==> config.mk <==
export PLATFORM = sky130hd
export DESIGN_NAME = fetch_aligner
export DESIGN_NICKNAME = d
export VERILOG_FILES = /design/src/rtl/fa_pkg.sv /design/src/rtl/fa_queue.sv /design/src/rtl/fa_fetch.sv /design/src/rtl/fetch_aligner.sv
export SDC_FILE = /design/constraint.sdc
export NUM_CORES = 1
export LEC_CHECK = 0
export CAP_MARGIN = 20
export CELL_PAD_IN_SITES_DETAIL_PLACEMENT = 0
export CELL_PAD_IN_SITES_GLOBAL_PLACEMENT = 2
export CORE_MARGIN = 2
export CORE_UTILIZATION = 38
export DETAILED_ROUTE_END_ITERATION = 7
export GPL_ROUTABILITY_DRIVEN = 0
export HOLD_SLACK_MARGIN = 0.02
export PLACE_DENSITY_LB_ADDON = 0.1
export SYNTH_ARGS = -nofsm -noshare
export SYNTH_HDL_FRONTEND = slang
export SYNTH_SLANG_ARGS = --single-unit
==> constraint.sdc <==
create_clock -name clk -period 15.1 [get_ports clk]
set_input_delay 2.265 -clock clk [delete_from_list [all_inputs] [get_ports clk]]
set_output_delay 2.265 -clock clk [all_outputs]
set_load 0.01 [all_outputs]
==> src/rtl/fa_pkg.sv <==
package fa_pkg;

  typedef logic [7:0] byte_t;
  typedef logic [1:0] len_t;

  // number of bytes of a fetched word that survive a leading discard
  function automatic int kept_bytes(input logic [1:0] skip);
    return 4 - int'(skip);
  endfunction

  // a head instruction is presentable when three bytes sit in the queue,
  // or when the queue already covers the length the decoder reports
  function automatic logic head_ready(input int count, input len_t len);
    return (count >= 3) || ((len != 2'd0) && (count >= int'(len)));
  endfunction

  // occupancy after a pop and an optional push
  function automatic int next_fill(input int count, input int pop,
                                   input logic push, input logic [1:0] skip);
    return count - pop + (push ? kept_bytes(skip) : 0);
  endfunction

endpackage

==> src/rtl/fa_queue.sv <==
module fa_queue
  import fa_pkg::*;
#(
  parameter int QDEPTH = 8,
  localparam int CW = $clog2(QDEPTH + 1)
) (
  input  logic          clk,
  input  logic          rst,
  input  logic          flush,
  input  len_t          pop,
  input  logic          push_en,
  input  logic [31:0]   push_word,
  input  logic [1:0]    push_skip,
  output logic [31:0]   window,
  output logic [CW-1:0] fill
);

  byte_t         slot_q [QDEPTH];
  byte_t         slot_d [QDEPTH];
  logic [CW-1:0] fill_d;

  always_comb begin
    int base;
    int src;
    int j;
    base = int'(fill) - int'(pop);
    for (int i = 0; i < QDEPTH; i++) begin
      src = i + int'(pop);
      slot_d[i] = '0;
      if (src < int'(fill) && src < QDEPTH) slot_d[i] = slot_q[src];
      j = i - base + int'(push_skip);
      if (push_en && j >= int'(push_skip) && j <= 3) slot_d[i] = push_word[8*j +: 8];
      if (flush) slot_d[i] = '0;
    end
    fill_d = flush ? '0 : CW'(next_fill(int'(fill), int'(pop), push_en, push_skip));
  end

  always_ff @(posedge clk) begin
    if (rst) begin
      fill <= '0;
      for (int i = 0; i < QDEPTH; i++) slot_q[i] <= '0;
    end else begin
      fill   <= fill_d;
      slot_q <= slot_d;
    end
  end

  generate
    for (genvar k = 0; k < 4; k++) begin : g_win
      assign window[8*k +: 8] = slot_q[k];
    end
  endgenerate

  AST_NO_OVERFLOW: assert property (@(posedge clk) disable iff (rst)
    push_en |-> (int'(fill) - int'(pop) + kept_bytes(push_skip)) <= QDEPTH);
  AST_POP_COVERED: assert property (@(posedge clk) disable iff (rst)
    int'(pop) <= int'(fill));

endmodule

==> src/rtl/fa_fetch.sv <==
module fa_fetch #(
  parameter int AW = 16,
  parameter int QDEPTH = 8,
  parameter logic [AW-1:0] RESET_ADDR = '0,
  localparam int CW = $clog2(QDEPTH + 1)
) (
  input  logic          clk,
  input  logic          rst,
  input  logic          redir,
  input  logic [AW-1:0] redir_addr,
  input  logic [CW-1:0] fill,
  input  logic          mem_rvalid,
  output logic          mem_req,
  output logic [AW-1:0] mem_addr,
  output logic          push_en,
  output logic [1:0]    push_skip,
  output logic          flush
);

  logic [AW-1:0] word_addr;
  logic          in_flight;
  logic          drop_next;
  logic [1:0]    skip_q;

  assign mem_req   = !rst && !in_flight && !redir && (int'(fill) <= QDEPTH - 4);
  assign mem_addr  = word_addr;
  assign push_en   = mem_rvalid && in_flight && !drop_next && !redir;
  assign push_skip = skip_q;
  assign flush     = redir;

  always_ff @(posedge clk) begin
    if (rst) begin
      word_addr <= {RESET_ADDR[AW-1:2], 2'b00};
      skip_q    <= RESET_ADDR[1:0];
      in_flight <= 1'b0;
      drop_next <= 1'b0;
    end else begin
      if (mem_req) begin
        in_flight <= 1'b1;
        word_addr <= word_addr + AW'(4);
      end
      if (mem_rvalid) begin
        in_flight <= 1'b0;
        drop_next <= 1'b0;
      end
      if (push_en) skip_q <= 2'd0;
      if (redir) begin
        word_addr <= {redir_addr[AW-1:2], 2'b00};
        skip_q    <= redir_addr[1:0];
        drop_next <= in_flight && !mem_rvalid;
      end
    end
  end

  AST_REQ_ALIGNED: assert property (@(posedge clk) disable iff (rst)
    mem_req |-> (mem_addr[1:0] == 2'b00));
  AST_ONE_IN_FLIGHT: assert property (@(posedge clk) disable iff (rst)
    mem_req |=> !mem_req);
  AST_REDIR_EMPTIES: assert property (@(posedge clk) disable iff (rst)
    redir |=> (fill == '0));
  AST_STALE_DROPPED: assert property (@(posedge clk) disable iff (rst)
    (redir && in_flight && !mem_rvalid) |=> !push_en);

endmodule

==> src/rtl/fetch_aligner.sv <==
module fetch_aligner
  import fa_pkg::*;
#(
  parameter int AW = 16,
  parameter int QDEPTH = 8,
  parameter logic [AW-1:0] RESET_ADDR = 16'h0102,
  localparam int CW = $clog2(QDEPTH + 1)
) (
  input  logic          clk,
  input  logic          rst,
  output logic          mem_req,
  output logic [AW-1:0] mem_addr,
  input  logic          mem_rvalid,
  input  logic [31:0]   mem_rdata,
  output logic [31:0]   win_data,
  output logic          win_valid,
  input  logic [1:0]    dec_len,
  input  logic          redir_valid,
  input  logic [AW-1:0] redir_addr,
  output logic [AW-1:0] pc
);

  logic [CW-1:0] fill;
  logic          push_en;
  logic [1:0]    push_skip;
  logic          flush;
  logic          consume;
  len_t          pop;

  assign win_valid = head_ready(int'(fill), dec_len);
  assign consume   = win_valid && (dec_len != 2'd0) && !redir_valid;
  assign pop       = consume ? dec_len : 2'd0;

  fa_fetch #(.AW(AW), .QDEPTH(QDEPTH), .RESET_ADDR(RESET_ADDR)) u_fetch (
    .clk       (clk),
    .rst       (rst),
    .redir     (redir_valid),
    .redir_addr(redir_addr),
    .fill      (fill),
    .mem_rvalid(mem_rvalid),
    .mem_req   (mem_req),
    .mem_addr  (mem_addr),
    .push_en   (push_en),
    .push_skip (push_skip),
    .flush     (flush)
  );

  fa_queue #(.QDEPTH(QDEPTH)) u_queue (
    .clk      (clk),
    .rst      (rst),
    .flush    (flush),
    .pop      (pop),
    .push_en  (push_en),
    .push_word(mem_rdata),
    .push_skip(push_skip),
    .window   (win_data),
    .fill     (fill)
  );

  always_ff @(posedge clk) begin
    if (rst)              pc <= RESET_ADDR;
    else if (redir_valid) pc <= redir_addr;
    else if (consume)     pc <= pc + AW'(dec_len);
  end

  AST_PC_ADVANCE: assert property (@(posedge clk) disable iff (rst)
    consume |=> (pc == $past(pc) + AW'($past(dec_len))));
  AST_STALL_PC: assert property (@(posedge clk) disable iff (rst)
    (dec_len == 2'd0 && !redir_valid) |=> $stable(pc));
  AST_STALL_HEAD: assert property (@(posedge clk) disable iff (rst)
    (win_valid && dec_len == 2'd0 && !redir_valid) |=> $stable(win_data[7:0]));
  AST_VALID_NONEMPTY: assert property (@(posedge clk) disable iff (rst)
    win_valid |-> (fill != '0));

endmodule

## Word level (Yosys, flattened, before mapping)

Cells that the tools add are included.

- Add/subtract/negate cells: 28
- Bitwise logic cells: 8
- Reductions and logical operators: 47
- Equality and inequality tests: 0
- $mul: 0
- Mux-type cells: 50
- Order comparisons: 43
- Div/mod/pow operators: 0
- Shift-type cells: 8

Operator list:

| kind | count |
|---|---|
| adder 32 x 3 -> 32 bit | 8 |
| >= comparator 32 x 3 -> 1 bit | 8 |
| >= comparator 32 x 4 -> 1 bit, second input constant | 8 |
| less-or-equal comparator 32 x 3 -> 1 bit, second input constant | 8 |
| two-way mux 8 bit | 32 |
| indexed part select 32 x 32 -> 8 bit | 8 |
| < comparator 32 x 5 -> 1 bit | 7 |
| < comparator 32 x 5 -> 1 bit, second input constant | 7 |
| inverter 32 bit | 7 |
| binary-select mux 8 bit (select 3 bit) | 8 |
| two-way mux 16 bit | 4 |
| logical AND 1 bit | 34 |
| inverter 2 -> 32 bit | 1 |
| subtractor 4 x 5 -> 6 bit, first input constant | 4 |
| adder 16 x 2 -> 16 bit | 1 |
| adder 16 x 3 -> 16 bit, second input constant | 1 |
| adder 3 x 2 -> 4 bit, first input constant | 4 |
| subtractor 3 x 5 -> 6 bit, first input constant | 2 |
| nonzero test 2 bit | 5 |
| adder 2 x 2 -> 3 bit, first input constant | 2 |
| two-way mux 2 bit | 3 |
| subtractor 1 x 5 -> 6 bit, first input constant | 1 |
| subtractor 2 x 5 -> 6 bit, first input constant | 1 |
| zero test 1 bit | 5 |
| other kinds (13) | 15 |

- Register bits: 104
- Logic and storage cells: 199
- Memory bits (read-only): 0
- Memories kept: 0
- Output and inout bits: 66
- Bits in latches: 0
- Bits of input ports: 54
- Bits in writable memories: 0

## Logic depth before layout (Yosys ltp)

Gate-level depths: netlist of run 1.

- Word-level depth: 13
- Gate-level depth with buffers: 29
- Depth with buffers taken out: 23

## Hierarchy

Synthesis of run 1 repeated with hierarchy kept, for this count alone.

- Cells, all modules: 1258
- Area total of the unflattened synthesis: 11405.9 µm²

By module, submodules not included:

| module | cells each | sequential area each (µm²) | area each (µm²) | times used |
|---|---|---|---|---|
| fa_queue | 990 | 1361.3 | 9182.6 | 1 |
| fetch_aligner | 138 | 320.3 | 1146.1 | 1 |
| fa_fetch | 130 | 360.3 | 1077.3 | 1 |

## Least setup slack after synthesis of run 1

Ideal clock, no wire load.

- Kind: input port to flip-flop
- Start: in dec_len[1]
- End: reg u_queue.slot_q (netlist bit u_queue.window[0])
- Data required time: 14960 ps
- Path buffers: 6
- Cell stages on the path: 27
- Arrival time: 8590 ps
- Slack: 6370 ps
- Setup time: 140 ps
- Path through: inv_1 -> ha_1 -> o21ai_0 -> and2_1 -> a21oi_2 -> buf_2 -> buf_1 -> ha_1 -> inv_1 -> fa_1 -> buf_4 -> xnor2_4 -> inv_2 -> clkbuf_1 -> clkbuf_1 -> ha_1 -> and2_1 -> clkbuf_1 -> xnor2_1 -> xnor2_1 -> a21oi_1 -> or3_1 -> ha_1 -> or4b_2 -> nor4_1 -> o2111ai_2 -> mux2i_1

- Word-level cells in the longest chain between the ends: 13
- Elaborated cells between the ends (all ways): 24
- Those cells by class: add/sub (3); order compare (5); shift (1); mux (6); bitwise (1); reduce/logical (8)

Ends and longest elaborated chain:

| what | RTL line | text |
|---|---|---|
| start: declaration | fetch_aligner.sv:17 | `input logic [1:0] dec_len,` |
| >= comparator 4 x 2 -> 1 bit or nonzero test 2 bit (tied branches) | fa_pkg.sv:14, fetch_aligner.sv:31 |  |
| logical AND 1 bit | fa_pkg.sv:14 | `return (count >= 3) \|\| ((len != 2'd0) && (count >= int'(len)));` |
| logical OR 1 bit | fa_pkg.sv:14 |  |
| logical AND 1 bit (2 in series) | fetch_aligner.sv:31 | `assign consume = win_valid && (dec_len != 2'd0) && !redir_valid;` |
| two-way mux 2 bit * | fetch_aligner.sv:32 | `assign pop = consume ? dec_len : 2'd0;` |
| subtractor 4 x 2 -> 5 bit | -- |  |
| subtractor 1 x 5 -> 6 bit | fa_queue.sv:31 | `j = i - base + int'(push_skip);` |
| adder 32 x 3 -> 32 bit | fa_queue.sv:31 |  |
| >= comparator 32 x 3 -> 1 bit | fa_queue.sv:32 | `if (push_en && j >= int'(push_skip) && j <= 3) slot_d[i] = push_word[8*j +: 8];` |
| logical AND 1 bit (2 in series) | fa_queue.sv:32 |  |
| two-way mux 8 bit * | fa_queue.sv:32 |  |
| end signal: assignment | fa_queue.sv:44 | `slot_q <= slot_d;` |
| end: declaration | fa_queue.sv:18 | `byte_t slot_q [QDEPTH];` |

Every way passes the cells marked *; elsewhere a longest branch is shown, timed or not. The select of a mux whose other input is x is not followed.
A chain may end at the register's enable or synchronous reset.

## Worst setup path after layout of run 1

- Start: in dec_len[0]
- End: reg u_queue.slot_q (netlist bit u_queue.window[6])

The elaborated chain is that of the path after synthesis.

==> results.tsv, run 1 <==
metric	value	unit
worstMarginPinSlew	1.193	ns
die_h	173.6	um
numCtsBuffers	9	
drv_cap	0	
clock-sinks	102	
stdcell_count	1769	
dr_wl_met3	2673	um
power.density	94.61	mW/mm^2
cts_tree	yes	
path_max_fanout	54	
path_clk_slew	0.08	ns
clock-root-buffer	clkbuf_16	
skew	0.01475	ns
rsz0062_at_grt	no	
setup-violations-final	0	
hold_viol	0	
rows	62	
post-route-period-util	65.80	%
cts_setup_buffers	0	
crit_chain	clkdlybuf4s50_1, buf_4, ha_1, nand2b_1, nand3b_1, a21oi_4, buf_4, ha_1, inv_1, fa_1, xnor2_4, inv_2, ha_1, and2_1, xnor2_1, nor3_1, nor3_1, or3_1, ha_1, or4b_2, nor4_1, o2111ai_2, mux2i_1	
htreeDepth	3	
grt_max_degree	55	
slew_viol_final	0	
fin_tns_setup	0	ns
grt_pass1_vias	9772	
synth_cells	1339	
die_w	173.6	um
finalWirelength	37670	um
crit_type	in2reg	
grt_use_total	24.59	%
hp-class	reg2reg	
ios	120	
met2WireLength	15890	um
final_cell_mix	nand2_1 (198), mux2i_1 (121), clkdlybuf4s50_1 (117)	
fmax	100.7	MHz
reg2regPathDepth	22	
yosys_most_used_dff	dfxtp_1	
drt-initial-drc-count	876	
r2r-end	u_queue.window[6]$_SDFF_PP0_	
antenna_found_initial	2	
dpl.hpwl	27460	um
top_layer_used	met5	
clk_latency	0.36	ns
placed_area	0.01220	sq mm
cp-startpoint	dec_len[0]	
p_comb_share	54.8	%
avgSynthCellArea	8.162	sq um
postCtsHoldBufs	0	
timing.final.ws_setup	5.165	ns
yosysSeqAreaShare	18.68	%
pre_cts_ws	4.798	ns
start_util	38.28	%
overflow	0	
wl_met1	18660	um
ir_drop	0.05250	mV
cp-endpoint	u_queue.window[6]$_SDFF_PP0_	
arrival	10.15	ns
fin_nets	1551	
drt_pass1_iterations	6	
async_flop_share	0	%
vias_per_cell	5.768	
drc	0	
required	15.32	ns
switching_share	44.15	%
yosys_warnings	0	
intPower	0.0006625	W
clkPwrFrac	21.0	%
seqPwrFrac	24.2	%
synthesis.area	0.01093	sq mm
cp-start-kind	input port	
ant_nets	0	
ys_seq_elements	102	
outcome	finished clean	
layout_commonest_cell	nand2_1	
p_leak	4.766	nW
p_switching	0.0005237	W
clockBufferDepth	2	
synth.distinct_cells	87	
fill_cells	2956	
min_period	9.935	ns
portBuffers	117	
synth_enable_flop_cells	0	
cts_resized	0	
core_area	0.02855	sq mm
wl_per_cell	21.29	um
final_cell_area	0.01254	sq mm
reg2reg_from	u_queue.fill[0]$_SDFF_PP0_	
vias	10203	
cpPeakStageDelay	0.68	ns
drive_gt1_share	7.809	%
dieArea	0.03013	sq mm
grt_pass1_wl	58220	um
syn_to_final_growth	14.72	%
relSlewSlack	19.93	%
crit_top_cell	ha_1	
placed_cells	1749	
cp-end-kind	register	
r2r_setup_slack	7.34	ns
crit_path_top_delay_cell	fa_1	
[worst min path at each step]
| stage | start | endpoint | slack (ns) | cells past startpoint |
|---|---|---|---|---|
| after floorplan | u_fetch.drop_next$_SDFFE_PP0P_ | u_fetch.drop_next$_SDFFE_PP0P_ | 0.49 | 2 |
| final | u_fetch.drop_next$_SDFFE_PP0P_ | u_fetch.drop_next$_SDFFE_PP0P_ | 0.53 | 2 |
| after global placement | u_fetch.mem_addr[3]$_SDFFE_PP0P_ | u_fetch.mem_addr[3]$_SDFFE_PP0P_ | 0.51 | 2 |
| after detailed placement | u_fetch.drop_next$_SDFFE_PP0P_ | u_fetch.drop_next$_SDFFE_PP0P_ | 0.51 | 2 |
| after global routing | u_fetch.drop_next$_SDFFE_PP0P_ | u_fetch.drop_next$_SDFFE_PP0P_ | 0.54 | 2 |
| after CTS | u_fetch.drop_next$_SDFFE_PP0P_ | u_fetch.drop_next$_SDFFE_PP0P_ | 0.53 | 2 |
[state kept, by name, summed over array words and instances (netlist names)]
register           flops
u_fetch.mem_addr      14
u_queue.fill           4
u_fetch.push_skip      2
pc                    16
u_fetch.in_flight      1
u_queue.slot_q        32
u_fetch.drop_next      1
u_queue.window        32
[worst max-delay path: cells and delay by family]
kind,cells,cell delay [ns]
compound gates,2,0.63
xor+xnor,2,0.84
fa+ha+maj,5,1.89
buf+inv,5,1.88
mux,1,0.23
simple gates,8,2.35
[per-layer routing]
metal  GRT usage [%]  vias to the layer above
li1                -                     4959
met1           37.36                     4878
met2           36.47                      331
met3           4.649                       33
met4           3.887                        2
met5               0                        -
[through the flow]
| step | total power (W) | utilization (%) | hold slack [ns] |
|---|---|---|---|
| 3_3_place_gp | 0.0009325 | 42.74 | 0.5086 |
| 2_1_floorplan | 0.0007502 | - | 0.4908 |
| 4_1_cts | 0.001187 | 43.81 | 0.5272 |
| 3_5_place_dp | 0.0009342 | 42.74 | 0.5115 |
| 6_report | 0.001186 | 43.92 | 0.5251 |
| 5_1_grt | 0.001278 | 43.90 | 0.5436 |
[Yosys cell counts, types with 18 or more instances]
master,n,share of area (%)
o21ai_0,33,1.5
nand2_1,198,6.8
dfxtp_1,102,19
o211ai_1,21,1.4
inv_1,41,1.4
ha_1,112,13
a21oi_1,75,3.4
xnor2_1,26,2.1
buf_4,36,2.5
mux4_2,26,5.4
nand4_1,34,1.9
nand3_1,49,2.2
nor3_1,18,0.82
mux2i_1,121,11
nor2_1,77,2.6
clkbuf_1,50,1.7
[final cells by class]
class,instances,area (sq um),share of cell area [%]
Timing Repair Buffer,141,1364,10.88
Tap cell,384,480.5,3.832
Inverter,46,172.7,1.377
Sequential cell,102,2042,16.29
Clock inverter,7,78.83,0.6287
Clock buffer,9,225.2,1.796
Antenna cell,2,5.005,0.03992
Multi-Input combinational cell,1078,8170,65.16
[power groups by stage]
stage	clock network [W]	logic, W	registers, W
after floorplan	0	0.000458	0.000293
final	0.000250	0.000650	0.000287
after detailed placement	0	0.000641	0.000293
after global placement	0	0.000639	0.000293
after CTS	0.000255	0.000645	0.000287
after global routing	0.000265	0.000725	0.000288
[logic make-up (layout without fill, tap and decap cells)]
family,Yosys count,in the layout,synth area share (%)
xor+xnor,38,38,3.721
simple gates,485,485,21.72
other cells,1,4,0.03431
mux,159,159,17.68
fa+ha+maj,119,119,14.10
buf+inv,160,203,6.857
compound gates,275,275,17.21
flops,102,102,18.68
Note: power is estimated with default switching activity, not from simulation.
==> run 2: changes to the inputs <==
CORE_UTILIZATION = 32   (was 38)
clock period = 9.1 ns   (was 15.1 ns; I/O delays follow)
==> results.tsv, run 2 (synthesis results as in run 1) <==
metric	value	unit	change
outcome	finished clean		unchanged
syn_to_final_growth	15.23	%	was 14.72%
fin_nets	1551		unchanged
drc	0		unchanged
vias	10139		was 10.20k
crit_chain	clkdlybuf4s50_1, buf_4, o21ai_0, and2_1, a21oi_4, ha_1, inv_1, fa_1, inv_1, ha_1, and2_1, xnor2_1, xnor2_1, a21oi_1, or3_1, ha_1, or4b_2, nor4_1, o2111ai_2, mux2i_1		was clkdlybuf4s50_1, buf_4, ha_1, nand2b_1, nand3b_1, a21oi_4, buf_4, ha_1, inv_1, fa_1, xnor2_4, inv_2, ha_1, and2_1, xnor2_1, nor3_1, nor3_1, or3_1, ha_1, or4b_2, nor4_1, o2111ai_2, mux2i_1
crit_path_top_delay_cell	or4b_2		was fa_1
wl_per_cell	21.05	um	was 21.29 um
p_switching	0.0008747	W	was 0.0005237 W
setup-violations-final	0		unchanged
fmax	130.4	MHz	
post-route-period-util	84.26	%	
worstMarginPinSlew	1.151	ns	was 1.193 ns
hold_end	u_fetch.mem_addr[3]$_SDFFE_PP0P_		was u_fetch.drop_next$_SDFFE_PP0P_
start_util	32.51	%	was 38.28%
fill_cells	3443		was 2956
final_cell_area	0.01259	sq mm	was 0.01254 sq mm
antenna_found_initial	5		was 2
r2r_setup_slack	2.63	ns	was 7.34 ns
rows	67		was 62
relSlewSlack	22.78	%	was 19.93%
grt_use_total	21.58	%	was 24.59%
cp-end-kind	register		unchanged
drv_cap	0		unchanged
clock-sinks	102		unchanged
drt_pass1_iterations	7		was 6
die_h	188.8	um	was 173.6 um
slew_viol_final	0		unchanged
clockBufferDepth	2		unchanged
dieArea	0.03565	sq mm	was 0.03013 sq mm
cts_setup_buffers	0		unchanged
switching_share	44.74	%	was 44.15%
min_period	7.668	ns	
p_comb_share	55.7	%	was 54.8%
reg2regPathDepth	19		was 22
ios	120		unchanged
path_clk_slew	0.08	ns	about the same
drive_gt1_share	7.737	%	was 7.809%
htreeDepth	3		unchanged
placed_area	0.01228	sq mm	was 0.01220 sq mm
fin_tns_setup	0	ns	unchanged
dpl.hpwl	29210	um	was 27460 um
clock-root-buffer	clkbuf_16		unchanged
seqPwrFrac	24.3	%	was 24.2%
reg2reg_from	u_queue.fill[2]$_SDFF_PP0_		was u_queue.fill[0]$_SDFF_PP0_
postCtsHoldBufs	0		unchanged
clkPwrFrac	20.0	%	was 21.0%
skew	0.009228	ns	was 0.01475 ns
crit_top_cell	ha_1		unchanged
grt_max_degree	54		was 55
grt_pass1_wl	59420	um	was 58220 um
final_core_util	37.46	%	was 43.92%
portBuffers	117		unchanged
r2r-end	u_queue.window[1]$_SDFF_PP0_		was u_queue.window[6]$_SDFF_PP0_
arrival	7.95	ns	was 10.15 ns
cpPeakStageDelay	0.66	ns	was 0.68 ns
final_cell_mix	nand2_1 (198), mux2i_1 (121), clkdlybuf4s50_1 (117)		unchanged
core_area	0.03362	sq mm	was 0.02855 sq mm
layout_commonest_cell	nand2_1		unchanged
hold_start	u_fetch.mem_addr[3]$_SDFFE_PP0P_		was u_fetch.drop_next$_SDFFE_PP0P_
hold_viol	0		unchanged
numCtsBuffers	9		unchanged
hp-class	reg2reg		unchanged
cts_resized	0		unchanged
ant_nets	0		unchanged
crit_type	in2reg		unchanged
finalWirelength	38580	um	was 37670 um
rsz0062_at_grt	no		unchanged
ir_drop	0.09391	mV	was 0.05250 mV
clk_latency	0.36	ns	about the same
cp-start-kind	input port		unchanged
power.density	155.2	mW/mm^2	was 94.61 mW/mm^2
overflow	0		unchanged
vias_per_cell	5.531		was 5.768
path_max_fanout	21		was 54
cts_tree	yes		unchanged
die_w	188.8	um	was 173.6 um
intPower	0.001080	W	was 0.0006625 W
grt_pass1_vias	9639		was 9772
drt-initial-drc-count	755		was 876
hold_path_depth	2		unchanged
p_leak	4.761	nW	was 4.766 nW
required	9.38	ns	was 15.32 ns
run 2: changes by cell type in the layout (fill, tap and decap cells not counted):
cell / previous run / this run
clkinv_4: 0 / 2
bufinv_16: 1 / 0
inv_8: 1 / 0
a211oi_1: 15 / 16
clkbuf_8: 0 / 1
clkinv_2: 1 / 2
a211oi_2: 3 / 2
buf_4: 22 / 23
clkinvlp_4: 2 / 0
clkbuf_4: 1 / 0
run 2: per-layer routing:
layer	GRT usage (%)	vias up	wire length, um
met5	0	-	25
met3	5.569	35	2598
met2	30.56	281	15630
met4	4.087	4	470
li1	-	4998	-
met1	32.60	4821	19850
run 2: power by group through the flow:
stage | Clock, W | Combinational, W | Sequential, W
floorplan | 0 | 0.000759 | 0.000485
global placement | 0 | 0.00108 | 0.000486
detailed placement | 0 | 0.00108 | 0.000486
CTS | 0.000403 | 0.00108 | 0.000476
global route | 0.000418 | 0.00121 | 0.000478
finish | 0.000391 | 0.00109 | 0.000476
run 2: worst max-delay path by stage:
stage / startpoint / to / slack, ns / depth (start not counted)
finish: dec_len[0] / u_queue.window[1]$_SDFF_PP0_ / 1.43 / 20
global placement: dec_len[0] / u_queue.window[4]$_SDFF_PP0_ / 1.14 / 20
global route: dec_len[0] / u_queue.window[1]$_SDFF_PP0_ / 0.88 / 20
detailed placement: dec_len[0] / u_queue.window[1]$_SDFF_PP0_ / 1.01 / 20
floorplan: dec_len[1] / u_queue.window[0]$_SDFF_PP0_ / 1.27 / 27
CTS: dec_len[0] / u_queue.window[1]$_SDFF_PP0_ / 1.37 / 20
run 2: worst max-delay path: cells and delay by family:
kind	cells	cell delay [ns]
buf+inv	4	1.41
simple gates	5	2.04
fa+ha+maj	4	1.54
mux	1	0.32
xor+xnor	2	0.38
compound gates	4	0.88
run 2: layout make-up:
| cell class | instances | area, sq um | area share [%] |
|---|---|---|---|
| flip-flops and latches | 102 | 2042 | 16.21 |
| clock inverters | 6 | 45.04 | 0.3577 |
| well taps | 448 | 560.5 | 4.451 |
| inverters | 46 | 172.7 | 1.371 |
| repair buffers | 141 | 1364 | 10.83 |
| multi-input cells | 1078 | 8165 | 64.84 |
| diodes | 2 | 5.005 | 0.03974 |
| clock buffers | 10 | 239.0 | 1.898 |
run 2: metrics by stage:
stage          instances  total power, W  setup slack (ns)  hold slack [ns]
6_report            1833        0.001955             1.432           0.5171
5_1_grt             1831        0.002108            0.8843           0.5573
3_3_place_gp        1814        0.001565             1.144           0.5048
4_1_cts             1830        0.001963             1.373           0.5204
3_5_place_dp        1814        0.001564             1.014           0.5070
2_1_floorplan       1340        0.001245             1.270           0.4908
==> run 3: changes to the inputs <==
clock period = 6.7 ns   (was 9.1 ns; I/O delays follow)
==> results.tsv, run 3 (synthesis results as in run 1) <==
metric	value	unit	change
outcome	finished clean		unchanged
p_comb_share	56.0	%	was 55.7%
vias_per_cell	5.426		was 5.531
register_area	0.002042	sq mm	unchanged
cts_setup_buffers	0		unchanged
switching_share	43.47	%	was 44.74%
portBuffers	117		unchanged
clock-sinks	102		unchanged
rows	67		unchanged
grt_max_degree	54		unchanged
htreeDepth	3		unchanged
postCtsHoldBufs	0		unchanged
drt_pass1_iterations	5		was 7
drt-initial-drc-count	738		was 755
p_total	0.002782	W	was 0.001955 W
seqPwrFrac	23.2	%	was 24.3%
required	6.92	ns	was 9.38 ns
antenna_found_initial	7		was 5
rsz0062_at_grt	no		unchanged
hp-class	reg2reg		unchanged
cts_resized	0		unchanged
fin_tns_setup	0	ns	unchanged
vias	10211		was 10.14k
clock-root-buffer	clkbuf_16		unchanged
ant_nets	0		unchanged
final_cell_mix	nand2_1 (198), mux2i_1 (121), clkdlybuf4s50_1 (117)		unchanged
drive_gt1_share	11.18	%	was 7.737%
ir_drop	0.1351	mV	was 0.09391 mV
path_clk_slew	0.08	ns	about the same
wl_per_cell	20.64	um	was 21.05 um
drc	0		unchanged
clk_latency	0.36	ns	about the same
fill_cells	3442		was 3443
dpl.hpwl	30040	um	was 29210 um
multi_input_area	0.008210	sq mm	was 0.008165 sq mm
clkPwrFrac	20.8	%	was 20.0%
core_area	0.03362	sq mm	unchanged
grt_pass1_wl	60310	um	was 59420 um
grt_pass1_vias	9806		was 9639
p_leak	5.021	nW	was 4.761 nW
crit_type	in2reg		unchanged
skew	0.01181	ns	was 0.009228 ns
post-route-period-util	94.10	%	
drv_cap	0		unchanged
die_w	188.8	um	unchanged
fin_nets	1599		was 1551
layout_commonest_cell	nand2_1		unchanged
die_h	188.8	um	unchanged
fmax	158.6	MHz	
final_core_util	38.78	%	was 37.46%
cp-start-kind	input port		unchanged
cp-end-kind	register		unchanged
overflow	0		unchanged
start_util	32.51	%	unchanged
intPower	0.001572	W	was 0.001080 W
clockBufferDepth	2		unchanged
hold_viol	0		unchanged
p_switching	0.001209	W	was 0.0008747 W
finalWirelength	38840	um	was 38580 um
path_max_fanout	13		was 21
min_period	6.304	ns	
cts_tree	yes		unchanged
syn_to_final_growth	19.28	%	was 15.23%
arrival	6.52	ns	was 7.95 ns
ios	120		unchanged
setup-violations-final	0		unchanged
numCtsBuffers	9		unchanged
grt_use_total	21.79	%	was 21.58%
slew_viol_final	0		unchanged
power.density	213.4	mW/mm^2	was 155.2 mW/mm^2
dieArea	0.03565	sq mm	unchanged
worstMarginPinSlew	1.127	ns	was 1.151 ns
relSlewSlack	24.59	%	was 22.78%
run 3: changes by cell type in the layout (fill, tap and decap cells not counted), sizes merged:
cell / delta
buf: +48
clkinv: -4
clkinvlp: +2
bufinv: +1
diode: +1
inv: +1
run 3: layer usage:
metal / vias to the layer above / track usage [%] / routed length (um)
met3: 22 / 4.638 / 2432
li1: 5075 / - / -
met1: 4810 / 33.74 / 20310
met5: - / 0 / 54
met2: 296 / 31.49 / 15830
met4: 8 / 2.254 / 212
run 3: cell type report:
| type | instances | share of cell area [%] |
|---|---|---|
| Clock inverter | 6 | 0.5855 |
| Inverter | 46 | 1.325 |
| Multi-Input combinational cell | 1078 | 62.98 |
| Sequential cell | 102 | 15.66 |
| Timing Repair Buffer | 189 | 13.25 |
| Clock buffer | 10 | 1.833 |
| Antenna cell | 3 | 0.05759 |
| Tap cell | 448 | 4.300 |
run 3: worst paths after layout:
check / startpoint / end / slack, ns / cells after the start
setup reg to reg: u_queue.fill[0]$_SDFF_PP0_ / u_queue.window[16]$_SDFF_PP0_ / 1.05 / 24
hold reg to reg: u_fetch.mem_addr[3]$_SDFFE_PP0P_ / u_fetch.mem_addr[3]$_SDFFE_PP0P_ / 0.53 / 2
hold / removal: u_fetch.mem_addr[3]$_SDFFE_PP0P_ / u_fetch.mem_addr[3]$_SDFFE_PP0P_ / 0.53 / 2
setup / recovery: dec_len[1] / u_queue.window[16]$_SDFF_PP0_ / 0.40 / 24
run 3: through the flow:
step	std cells	setup WS, ns	instance area (sq um)	hold slack [ns]
floorplan	1340	0.01202	10990	0.4908
global placement	1863	-0.006351	12700	0.5104
detailed placement	1863	-0.05119	12700	0.5078
CTS	1879	0.3253	13010	0.5230
global route	1879	0.01414	13030	0.5599
finish	1882	0.3956	13040	0.5326
run 3: critical path, stage by stage:
cell	delay, ns
clkdlybuf4s50_1	0.55
inv_1	0.12
ha_1	0.31
nand3b_1	0.16
a21oi_4	0.21
ha_1	0.23
inv_1	0.07
fa_1	0.46
xnor2_4	0.19
inv_2	0.05
ha_1	0.21
buf_4	0.19
a31oi_2	0.19
mux2_1	0.34
o22a_1	0.24
nor2_1	0.35
nand2_1	0.14
ha_1	0.29
nor4bb_1	0.31
nand4_1	0.13
nor2_1	0.18
o221ai_4	0.21
buf_4	0.25
mux2i_1	0.12
run 3: power groups by stage:
stage,Clock [W],Sequential (W),Combinational (W)
CTS,0.000594,0.000647,0.00156
global route,0.000615,0.000650,0.00174
global placement,0,0.000662,0.00155
floorplan,0,0.000659,0.00105
finish,0.000577,0.000646,0.00156
detailed placement,0,0.000661,0.00155
